**config.mk**
```make
export PLATFORM = sky130hd
export DESIGN_NAME = pwm_timer_regs
export DESIGN_NICKNAME = d
export VERILOG_FILES = /design/src/rtl/pwm_timer_pkg.sv /design/src/rtl/pwm_regfile.sv /design/src/rtl/pwm_prescaler.sv /design/src/rtl/pwm_wavegen.sv /design/src/rtl/pwm_timer_regs.sv
export SDC_FILE = /design/constraint.sdc
export NUM_CORES = 1
export LEC_CHECK = 0
export CELL_PAD_IN_SITES_DETAIL_PLACEMENT = 1
export CELL_PAD_IN_SITES_GLOBAL_PLACEMENT = 1
export CORE_AREA = 3 3 129 119
export DETAILED_ROUTE_END_ITERATION = 10
export DIE_AREA = 0 0 132 122
export PLACE_DENSITY_LB_ADDON = 0.15
export SLEW_MARGIN = 20
export SYNTH_ARGS = -nofsm -noshare
export SYNTH_HDL_FRONTEND = slang
export SYNTH_SLANG_ARGS = --single-unit
```
**constraint.sdc**
```tcl
create_clock -name clk -period 3.65 [get_ports clk]
set_input_delay 0.73 -clock clk [delete_from_list [all_inputs] [get_ports clk]]
set_output_delay 0.73 -clock clk [all_outputs]
set_load 0.02 [all_outputs]
```
**src/rtl/pwm_timer_pkg.sv**
```systemverilog
package pwm_timer_pkg;
  localparam int DATA_W       = 32;
  localparam int ADDR_W       = 4;
  localparam int CNT_W        = 10;
  localparam int DIV_W        = 5;
  localparam int PRESC_MAX_DEF = 24;

  localparam logic [ADDR_W-1:0] OFS_CTRL = 4'h0;
  localparam logic [ADDR_W-1:0] OFS_CNT  = 4'h4;

  // bit positions decoded by software
  localparam int CTL_EN     = 0;
  localparam int CTL_HOLD   = 11;
  localparam int CTL_HALF   = 15;
  localparam int CTL_COARSE = 16;
  localparam int CNT_PER    = 16;
  localparam int CNT_HIGH   = 0;

  typedef struct packed {
    logic [DIV_W-1:0] div;   // exponent: {coarse, half}
    logic [CNT_W-1:0] per;
    logic [CNT_W-1:0] high;
  } pwm_cfg_t;
endpackage

```
**src/rtl/pwm_regfile.sv**
```systemverilog
module pwm_regfile
  import pwm_timer_pkg::*;
(
  input  logic              clk,
  input  logic              rst_n,
  input  logic              bus_sel,
  input  logic              bus_we,
  input  logic [ADDR_W-1:0] bus_addr,
  input  logic [DATA_W-1:0] bus_wdata,
  output logic [DATA_W-1:0] bus_rdata,
  output logic              run_en,
  output logic              hold_o,
  output pwm_cfg_t          cfg_q_o,
  output pwm_cfg_t          cfg_next
);
  logic              en_q, en_d;
  logic              hold_q, hold_d;
  pwm_cfg_t          stg_q, stg_d;
  pwm_cfg_t          com_q, com_d;
  logic [DATA_W-1:0] rdata_q, rdata_d, rd_val;
  logic              wr_ctrl, wr_cnt, rd_acc;
  logic [DIV_W-1:0]  w_div;
  logic              unused_wbits;

  assign unused_wbits = ^bus_wdata;

  always_comb begin
    wr_ctrl = bus_sel && bus_we && (bus_addr == OFS_CTRL);
    wr_cnt  = bus_sel && bus_we && (bus_addr == OFS_CNT);
    rd_acc  = bus_sel && !bus_we;
    w_div   = {bus_wdata[CTL_COARSE +: DIV_W-1], bus_wdata[CTL_HALF]};

    stg_d = stg_q;
    if (wr_cnt) begin
      stg_d.per  = bus_wdata[CNT_PER  +: CNT_W];
      stg_d.high = bus_wdata[CNT_HIGH +: CNT_W];
    end
    // a write that releases the hold keeps the staged divider
    if (wr_ctrl && !(hold_q && !bus_wdata[CTL_HOLD]))
      stg_d.div = w_div;

    hold_d = wr_ctrl ? bus_wdata[CTL_HOLD] : hold_q;
    com_d  = hold_d ? com_q : stg_d;
    en_d   = (wr_ctrl ? bus_wdata[CTL_EN] : en_q) && (|com_d.per) && (|com_d.high);

    rd_val = '0;
    if (bus_addr == OFS_CTRL) begin
      rd_val[CTL_COARSE +: DIV_W-1] = com_q.div[DIV_W-1:1];
      rd_val[CTL_HALF]              = com_q.div[0];
      rd_val[CTL_HOLD]              = hold_q;
      rd_val[CTL_EN]                = en_q;
    end else if (bus_addr == OFS_CNT) begin
      rd_val[CNT_PER  +: CNT_W] = com_q.per;
      rd_val[CNT_HIGH +: CNT_W] = com_q.high;
    end
    rdata_d = rd_acc ? rd_val : rdata_q;
  end

  always_ff @(posedge clk or negedge rst_n) begin
    if (!rst_n) begin
      en_q    <= 1'b0;
      hold_q  <= 1'b0;
      stg_q   <= '0;
      com_q   <= '0;
      rdata_q <= '0;
    end else begin
      en_q    <= en_d;
      hold_q  <= hold_d;
      stg_q   <= stg_d;
      com_q   <= com_d;
      rdata_q <= rdata_d;
    end
  end

  assign bus_rdata = rdata_q;
  assign run_en    = en_q;
  assign hold_o    = hold_q;
  assign cfg_q_o   = com_q;
  assign cfg_next  = com_d;
endmodule

```
**src/rtl/pwm_prescaler.sv**
```systemverilog
module pwm_prescaler
  import pwm_timer_pkg::*;
#(
  parameter int PRESC_MAX = PRESC_MAX_DEF
) (
  input  logic             clk,
  input  logic             rst_n,
  input  logic             clr,
  input  logic [DIV_W-1:0] div,
  output logic             tick
);
  logic [PRESC_MAX-1:0] pre_q, pre_d, mask;
  logic [DIV_W-1:0]     d_eff;

  always_comb begin
    d_eff = (div > DIV_W'(PRESC_MAX)) ? DIV_W'(PRESC_MAX) : div;
    for (int i = 0; i < PRESC_MAX; i++)
      mask[i] = (DIV_W'(i) < d_eff);
    tick  = ((pre_q & mask) == mask);
    pre_d = clr ? '0 : pre_q + 1'b1;
  end

  always_ff @(posedge clk or negedge rst_n) begin
    if (!rst_n) pre_q <= '0;
    else        pre_q <= pre_d;
  end
endmodule

```
**src/rtl/pwm_wavegen.sv**
```systemverilog
module pwm_wavegen
  import pwm_timer_pkg::*;
(
  input  logic             clk,
  input  logic             rst_n,
  input  logic             run_en,
  input  pwm_cfg_t         cfg_next,
  input  logic             tick,
  output logic             wrap,
  output logic [DIV_W-1:0] act_div,
  output logic [CNT_W-1:0] cnt_o,
  output logic [CNT_W-1:0] act_per_o,
  output logic             pwm
);
  pwm_cfg_t         act_q, act_d;
  logic [CNT_W-1:0] cnt_q, cnt_d;
  logic             pwm_q, pwm_d;
  logic             last;

  always_comb begin
    last  = (cnt_q == act_q.per - 1'b1);
    wrap  = run_en && tick && last;
    act_d = act_q;
    cnt_d = cnt_q;
    if (!run_en) begin
      act_d = cfg_next;
      cnt_d = '0;
    end else if (tick) begin
      if (last) begin
        cnt_d = '0;
        act_d = cfg_next;
      end else begin
        cnt_d = cnt_q + 1'b1;
      end
    end
    pwm_d = run_en && (cnt_q < act_q.high);
  end

  always_ff @(posedge clk or negedge rst_n) begin
    if (!rst_n) begin
      act_q <= '0;
      cnt_q <= '0;
      pwm_q <= 1'b0;
    end else begin
      act_q <= act_d;
      cnt_q <= cnt_d;
      pwm_q <= pwm_d;
    end
  end

  assign act_div   = act_q.div;
  assign cnt_o     = cnt_q;
  assign act_per_o = act_q.per;
  assign pwm       = pwm_q;
endmodule

```
**src/rtl/pwm_timer_regs.sv**
```systemverilog
module pwm_timer_regs
  import pwm_timer_pkg::*;
#(
  parameter int PRESC_MAX = PRESC_MAX_DEF
) (
  input  logic              clk,
  input  logic              rst_n,
  input  logic              bus_sel,
  input  logic              bus_we,
  input  logic [ADDR_W-1:0] bus_addr,
  input  logic [DATA_W-1:0] bus_wdata,
  output logic [DATA_W-1:0] bus_rdata,
  output logic              pwm_out
);
  logic             run_en, hold_st, tick, wrap;
  pwm_cfg_t         com_cfg, cfg_next;
  logic [DIV_W-1:0] act_div;
  logic [CNT_W-1:0] cnt_val, act_per;

  pwm_regfile u_regs (
    .clk(clk), .rst_n(rst_n), .bus_sel(bus_sel), .bus_we(bus_we),
    .bus_addr(bus_addr), .bus_wdata(bus_wdata), .bus_rdata(bus_rdata),
    .run_en(run_en), .hold_o(hold_st), .cfg_q_o(com_cfg), .cfg_next(cfg_next)
  );

  pwm_prescaler #(.PRESC_MAX(PRESC_MAX)) u_presc (
    .clk(clk), .rst_n(rst_n), .clr(!run_en || wrap), .div(act_div), .tick(tick)
  );

  pwm_wavegen u_wave (
    .clk(clk), .rst_n(rst_n), .run_en(run_en), .cfg_next(cfg_next),
    .tick(tick), .wrap(wrap), .act_div(act_div), .cnt_o(cnt_val),
    .act_per_o(act_per), .pwm(pwm_out)
  );
endmodule

```
[Yosys cells after proc, flatten, opt, wreduce, memory -nomap -nowiden]
Index checks and enable logic that the tools add are counted.
Word-level totals
  register bits: 134
Cells by class
  add/subtract/negate cells: 3
  $lt $le $gt $ge: 26
  equal/unequal tests: 5
  mux-type cells: 21
  bitwise operators: 1
  reductions and logical operators: 20
Operators by type and width (count)
  $mux 25: 4
  $mux 10: 5
  $lt 4x5->1 const A: 8
  $lt 5x5->1 const A: 8
  $add 24x1->24 const B: 1
  $and 24x24->24: 1
  $eq 24x24->1: 1
  $mux 24: 1
  $lt 3x5->1 const A: 4
  $mux 20: 1
  $reduce_or 10->1: 2
  $logic_and 1x1->1: 11
  $add 10x1->10 const B: 1
  $eq 10x10->1: 1
  $lt 1x5->1 const A: 2
  $lt 10x10->1: 1
  $lt 2x5->1 const A: 2
  $mux 5: 2
  $sub 10x1->10 const B: 1
  $mux 9: 1
  $mux 6: 1
  $gt 5x5->1 const B: 1
  $mux 1: 5
  $eq 4x3->1 const B: 1
  6 further kinds: 10

[Logic depth before layout (Yosys ltp)]
  word-level depth: 9
  gate-level depth with buffers: 11

[Cells and area by module]
From an unflattened synthesis, not the netlist that was laid out.
Second synthesis, totals
  cells, all modules: 612
  area, all modules: 6721.4 um2
Modules (own cells, without submodules)
  pwm_regfile: times used 1, cells each 241, area an instance 3001.6 um2
  pwm_wavegen: times used 1, cells each 206, area an instance 2260.9 um2
  pwm_prescaler: times used 1, cells each 164, area an instance 1452.6 um2
  pwm_timer_regs: times used 1, cells each 1, area an instance 6.3 um2

[Least setup slack after synthesis]
Ideal clock, no wire load.
  path type: input-to-reg
  start: input port bus_addr[1]
  end: register u_regs.en_q, in the netlist u_regs.run_en
  setup time: 0.128 ns
  arrival: 3.102 ns
  data required time: 3.522 ns
  path slack: 0.420 ns
  stages: 8
  path buffers: 1
  path through: nor4b_1 > and3_1 > clkbuf_1 > mux2_2 > mux2_2 > or4_1 > nor4_1 > nor3_1
RTL lines
  start, declared: line pwm_timer_regs.sv:10  | input logic [ADDR_W-1:0] bus_addr,
  end signal, assigned: line pwm_regfile.sv:67  | en_q <= en_d;
  end, declared: line pwm_regfile.sv:16  | logic en_q, en_d;

[Worst setup path in the final report]
  start: register u_wave.act_q, in the netlist u_wave.act_div[3]
  end: register u_wave.act_q, in the netlist u_wave.act_div[4]
On the way
  word-level cells in the longest chain between the ends: 7
RTL lines
  start, declared: line pwm_wavegen.sv:15  | pwm_cfg_t act_q, act_d;
  start signal, assigned: line pwm_wavegen.sv:45  | act_q <= act_d;
  $gt 5x5->1: line pwm_prescaler.sv:16  | d_eff = (div > DIV_W'(PRESC_MAX)) ? DIV_W'(PRESC_MAX) : div;
  $mux 5 (*): line pwm_prescaler.sv:16
  $lt 1x5->1 (tied with other cells): line pwm_prescaler.sv:18  | mask[i] = (DIV_W'(i) < d_eff);
  $and 24x24->24: line pwm_prescaler.sv:19  | tick = ((pre_q & mask) == mask);
  $eq 24x24->1 (*): line pwm_prescaler.sv:19
  $ne 2x1->1 (no source line) (*)
  $reduce_and 2->1 (no source line) (*)
Mark *: on every way between the ends. The rest lies on a longest branch, timed or not.
A chain may end at the register's enable or synchronous reset.

==> flow_metrics.py <==
metrics = {
    "run_status": {
        "outcome": "finished, final reports clean",
    },
    "pwr": {
        "swShare": 0.308,
        "power.density_mw_per_mm2": 642,
        "ir_worst_vdd_mv": 0.337,
        "p_leak_nw": 3.36,
        "p_switching_w": 0.00153,
        "p_clk_frac": 0.362,
        "p_seq_frac": 0.410,
        "power_w": 0.00496,
        "combPwrFrac": 0.228,
        "internal_power_w": 0.00343,
    },
    "final_layout": {
        "num_antenna_cells": 0,
        "layout-drive-gt1-share": 0.158,
        "ff_latch_area_mm2": 0.00335,
        "stdcell_count": 843,
        "multiInputGateArea_mm2": 0.00276,
        "nNetsFinal": 689,
        "area_growth_pct": 22.1,
        "fill_cells": 1461,
    },
    "place": {
        "place_congestion": 0.794,
        "portBuffers": 52,
        "dp.cells": 811,
        "dp_slack_ns": 0.0186,
        "dp_hpwl_um": 10300,
    },
    "routing": {
        "drt_iter0_markers": 169,
        "wire_per_inst_um": 17.3,
        "finalWirelength_um": 14600,
        "first_pass_iters": 5,
        "drc": 0,
        "viasPerCell": 5.26,
        "ant_nets": 0,
        "num_vias": 4431,
    },
    "setup_path": {
        "worst_path_max_delay_cell": "dfrtp_1",
        "r2r_slack_ns": 0.35,
        "crit_arrival_ns": 3.59,
        "crit_path_end_kind": "flop",
        "r2r_cells": 8,
        "crit_chain": "a21boi_0 -> a21bo_2 -> a2111oi_0 -> a31oi_1 -> o31a_1 -> and2b_2 -> buf_12 -> mux2_2",
        "worstSetupPathType": "flop to flop",
        "start_kind": "flop",
        "critical_path_required_ns": 3.95,
        "cpPeakStageDelay_ns": 0.55,
        "cp_max_fo": 49,
    },
    "yosys": {
        "synth_flop_cell": "dfrtp_1",
        "yosysWarnings": 0,
        "syn_inst": 572,
        "synth_edf_count": 0,
        "synth-seq-area-share": 0.530,
        "async_flop_share": 1.00,
        "ys_seq_elements": 134,
        "syn-cell-area_mm2": 0.00633,
        "synth_cell_types": 60,
        "postSynthAreaPerCell_um2": 11.1,
    },
    "sta": {
        "tns_ns": 0,
        "finalSetupViolCount": 0,
        "tightest_slew_ns": 0.830,
        "timing.fmax_ghz": 0.303,
        "rsz0062_at_grt": "false",
        "hold_ws_ns": 0.426,
        "finalMaxSlewViolations": 0,
        "post-route-min-period_ns": 3.30,
        "slew_headroom": 0.446,
        "period_share": 0.903,
        "final-hold-violation-count": 0,
        "fin_ws_ns": 0.354,
        "skew_ns": 0.00869,
    },
    "die": {
        "die_y_um": 122,
        "pin_count": 73,
        "core_mm2": 0.0140,
        "die_w_um": 132,
        "initial_core_util": 0.452,
        "num_rows": 41,
        "die_area_mm2": 0.0161,
    },
    "cts": {
        "numCtsBuffers": 17,
        "clockBufferDepth": 2,
        "clk_pin_slew_ns": 0.06,
        "root_buffer": "clkbuf_16",
        "hold_buffers": 0,
        "cts_tree": "built",
        "ctsResizeCount": 0,
        "clock_sinks": 134,
        "cts_max_level": 4,
        "clkLatencyLatePin_ns": 0.42,
        "cts_setup_buffers": 0,
    },
    "global_routing": {
        "track_usage": 0.193,
        "grt_pass1_wl_um": 24500,
        "overflow": 0,
        "grt_pass1_vias": 4737,
        "grt_max_degree": 67,
        "grt_antenna_before_repair": 0,
    },
    "hold_path": {
        "hold_path_class": "input pin to async pin",
    },
    "flow_run": {
        "drv_cap": 0,
    },
}
-- area by class of cell --
cell class	count	area share
Clock inverter	12	0.0215
Sequential cell	134	0.434
Clock buffer	20	0.0591
Tap cell	193	0.0313
Timing Repair Buffer	66	0.0872
Inverter	20	0.00972
Multi-Input combinational cell	398	0.357
-- power groups by stage --
stage	combinational (W)	sequential [W]	clock (W)
floorplan	0.000850	0.00196	0
global placement	0.00109	0.00204	0
detailed placement	0.00114	0.00206	0
CTS	0.00115	0.00204	0.00183
global route	0.00126	0.00208	0.00192
finish	0.00113	0.00203	0.00180
-- cells by family (layout without fill, tap and decap cells) --
| group | count (synthesis) | after routing | synth area share |
|---|---|---|---|
| adders and majority gates | 12 | 12 | 0.0237 |
| other | 1 | 10 | 0.000593 |
| and+or+nand+nor | 182 | 182 | 0.138 |
| muxes | 72 | 72 | 0.128 |
| xor gates and xnor gates | 33 | 33 | 0.0457 |
| DFF | 134 | 134 | 0.530 |
| AOI/OAI and AO/OA | 89 | 89 | 0.0928 |
| buffers and inverters | 49 | 118 | 0.0405 |
-- cell usage after synthesis, drive strengths merged, types with 4 or more instances --
cell,instances,area (um2)
nor3,7,35.0
nor2b,9,56.3
xor2,17,149
nand2b,7,43.8
a22oi,6,45.0
o31ai,4,30.0
nand4,6,37.5
o21ai,38,190
a21oi,8,40.0
inv,20,75.1
ha,12,150
clkbuf,11,41.3
mux2,70,788
nand2,63,236
dfrtp,134,3350
nor2,50,188
and3,7,43.8
buf,18,140
nand3,12,60.1
or4,5,41.3
a22o,4,35.0
xnor2,16,140
-- layer usage --
metal  vias up  wire (um)  global-route usage
met5         -          0                   0
met4         0        119              0.0591
met3         8        532              0.0533
met2        76       6780               0.310
met1      2236       7150               0.257
li1       2111          -                   -
-- through the flow --
step | util | area [um2]
after floorplan | - | 6360
after global placement | 0.507 | 7100
after CTS | 0.551 | 7720
after global routing | 0.551 | 7720
after detailed placement | 0.507 | 7100
final | 0.551 | 7720
-- flip-flops by register name (all words and copies together) (netlist names) --
name	flops
u_regs.cfg_q_o	25
u_wave.act_div	5
u_regs.hold_o	1
u_regs.bus_rdata	22
u_regs.run_en	1
u_regs.stg_q	25
u_wave.cnt_o	10
u_wave.act_q	10
u_presc.pre_q	24
u_wave.act_per_o	10
u_wave.pwm	1
-- cells in the final DEF, fill, tap and decap left out, drive strengths merged, types with 15 or more instances in the layout --
master,synthesis,routed
clkbuf,11,20
inv,20,23
nor2,50,50
buf,18,15
mux2,70,70
nand2,63,63
dfrtp,134,134
xor2,17,17
xnor2,16,16
o21ai,38,38
clkdlybuf4s50,0,51
-- worst paths after layout --
kind	from	end
worst max-delay path	u_wave.act_div[3]$_DFFE_PN0P_	u_wave.act_div[4]$_DFFE_PN0P_
worst min-delay path	rst_n	u_regs.bus_rdata[25]$_DFFE_PN0P_
worst max register to register	u_wave.act_div[3]$_DFFE_PN0P_	u_wave.act_div[4]$_DFFE_PN0P_
worst min register to register	u_regs.bus_rdata[21]$_DFFE_PN0P_	u_regs.bus_rdata[21]$_DFFE_PN0P_
max in group asynchronous	rst_n	u_presc.pre_q[10]$_DFF_PN0_
min in group clk	u_regs.bus_rdata[21]$_DFFE_PN0P_	u_regs.bus_rdata[21]$_DFFE_PN0P_
-- critical path, delay by kind of cell, from the launching register on --
family	cells	cell delay [ns]
AOI/OAI and AO/OA	5	1.69
DFF	1	0.55
muxes	1	0.38
and+or+nand+nor	1	0.30
buffers and inverters	1	0.23
Power figures use the tool's default switching activity.
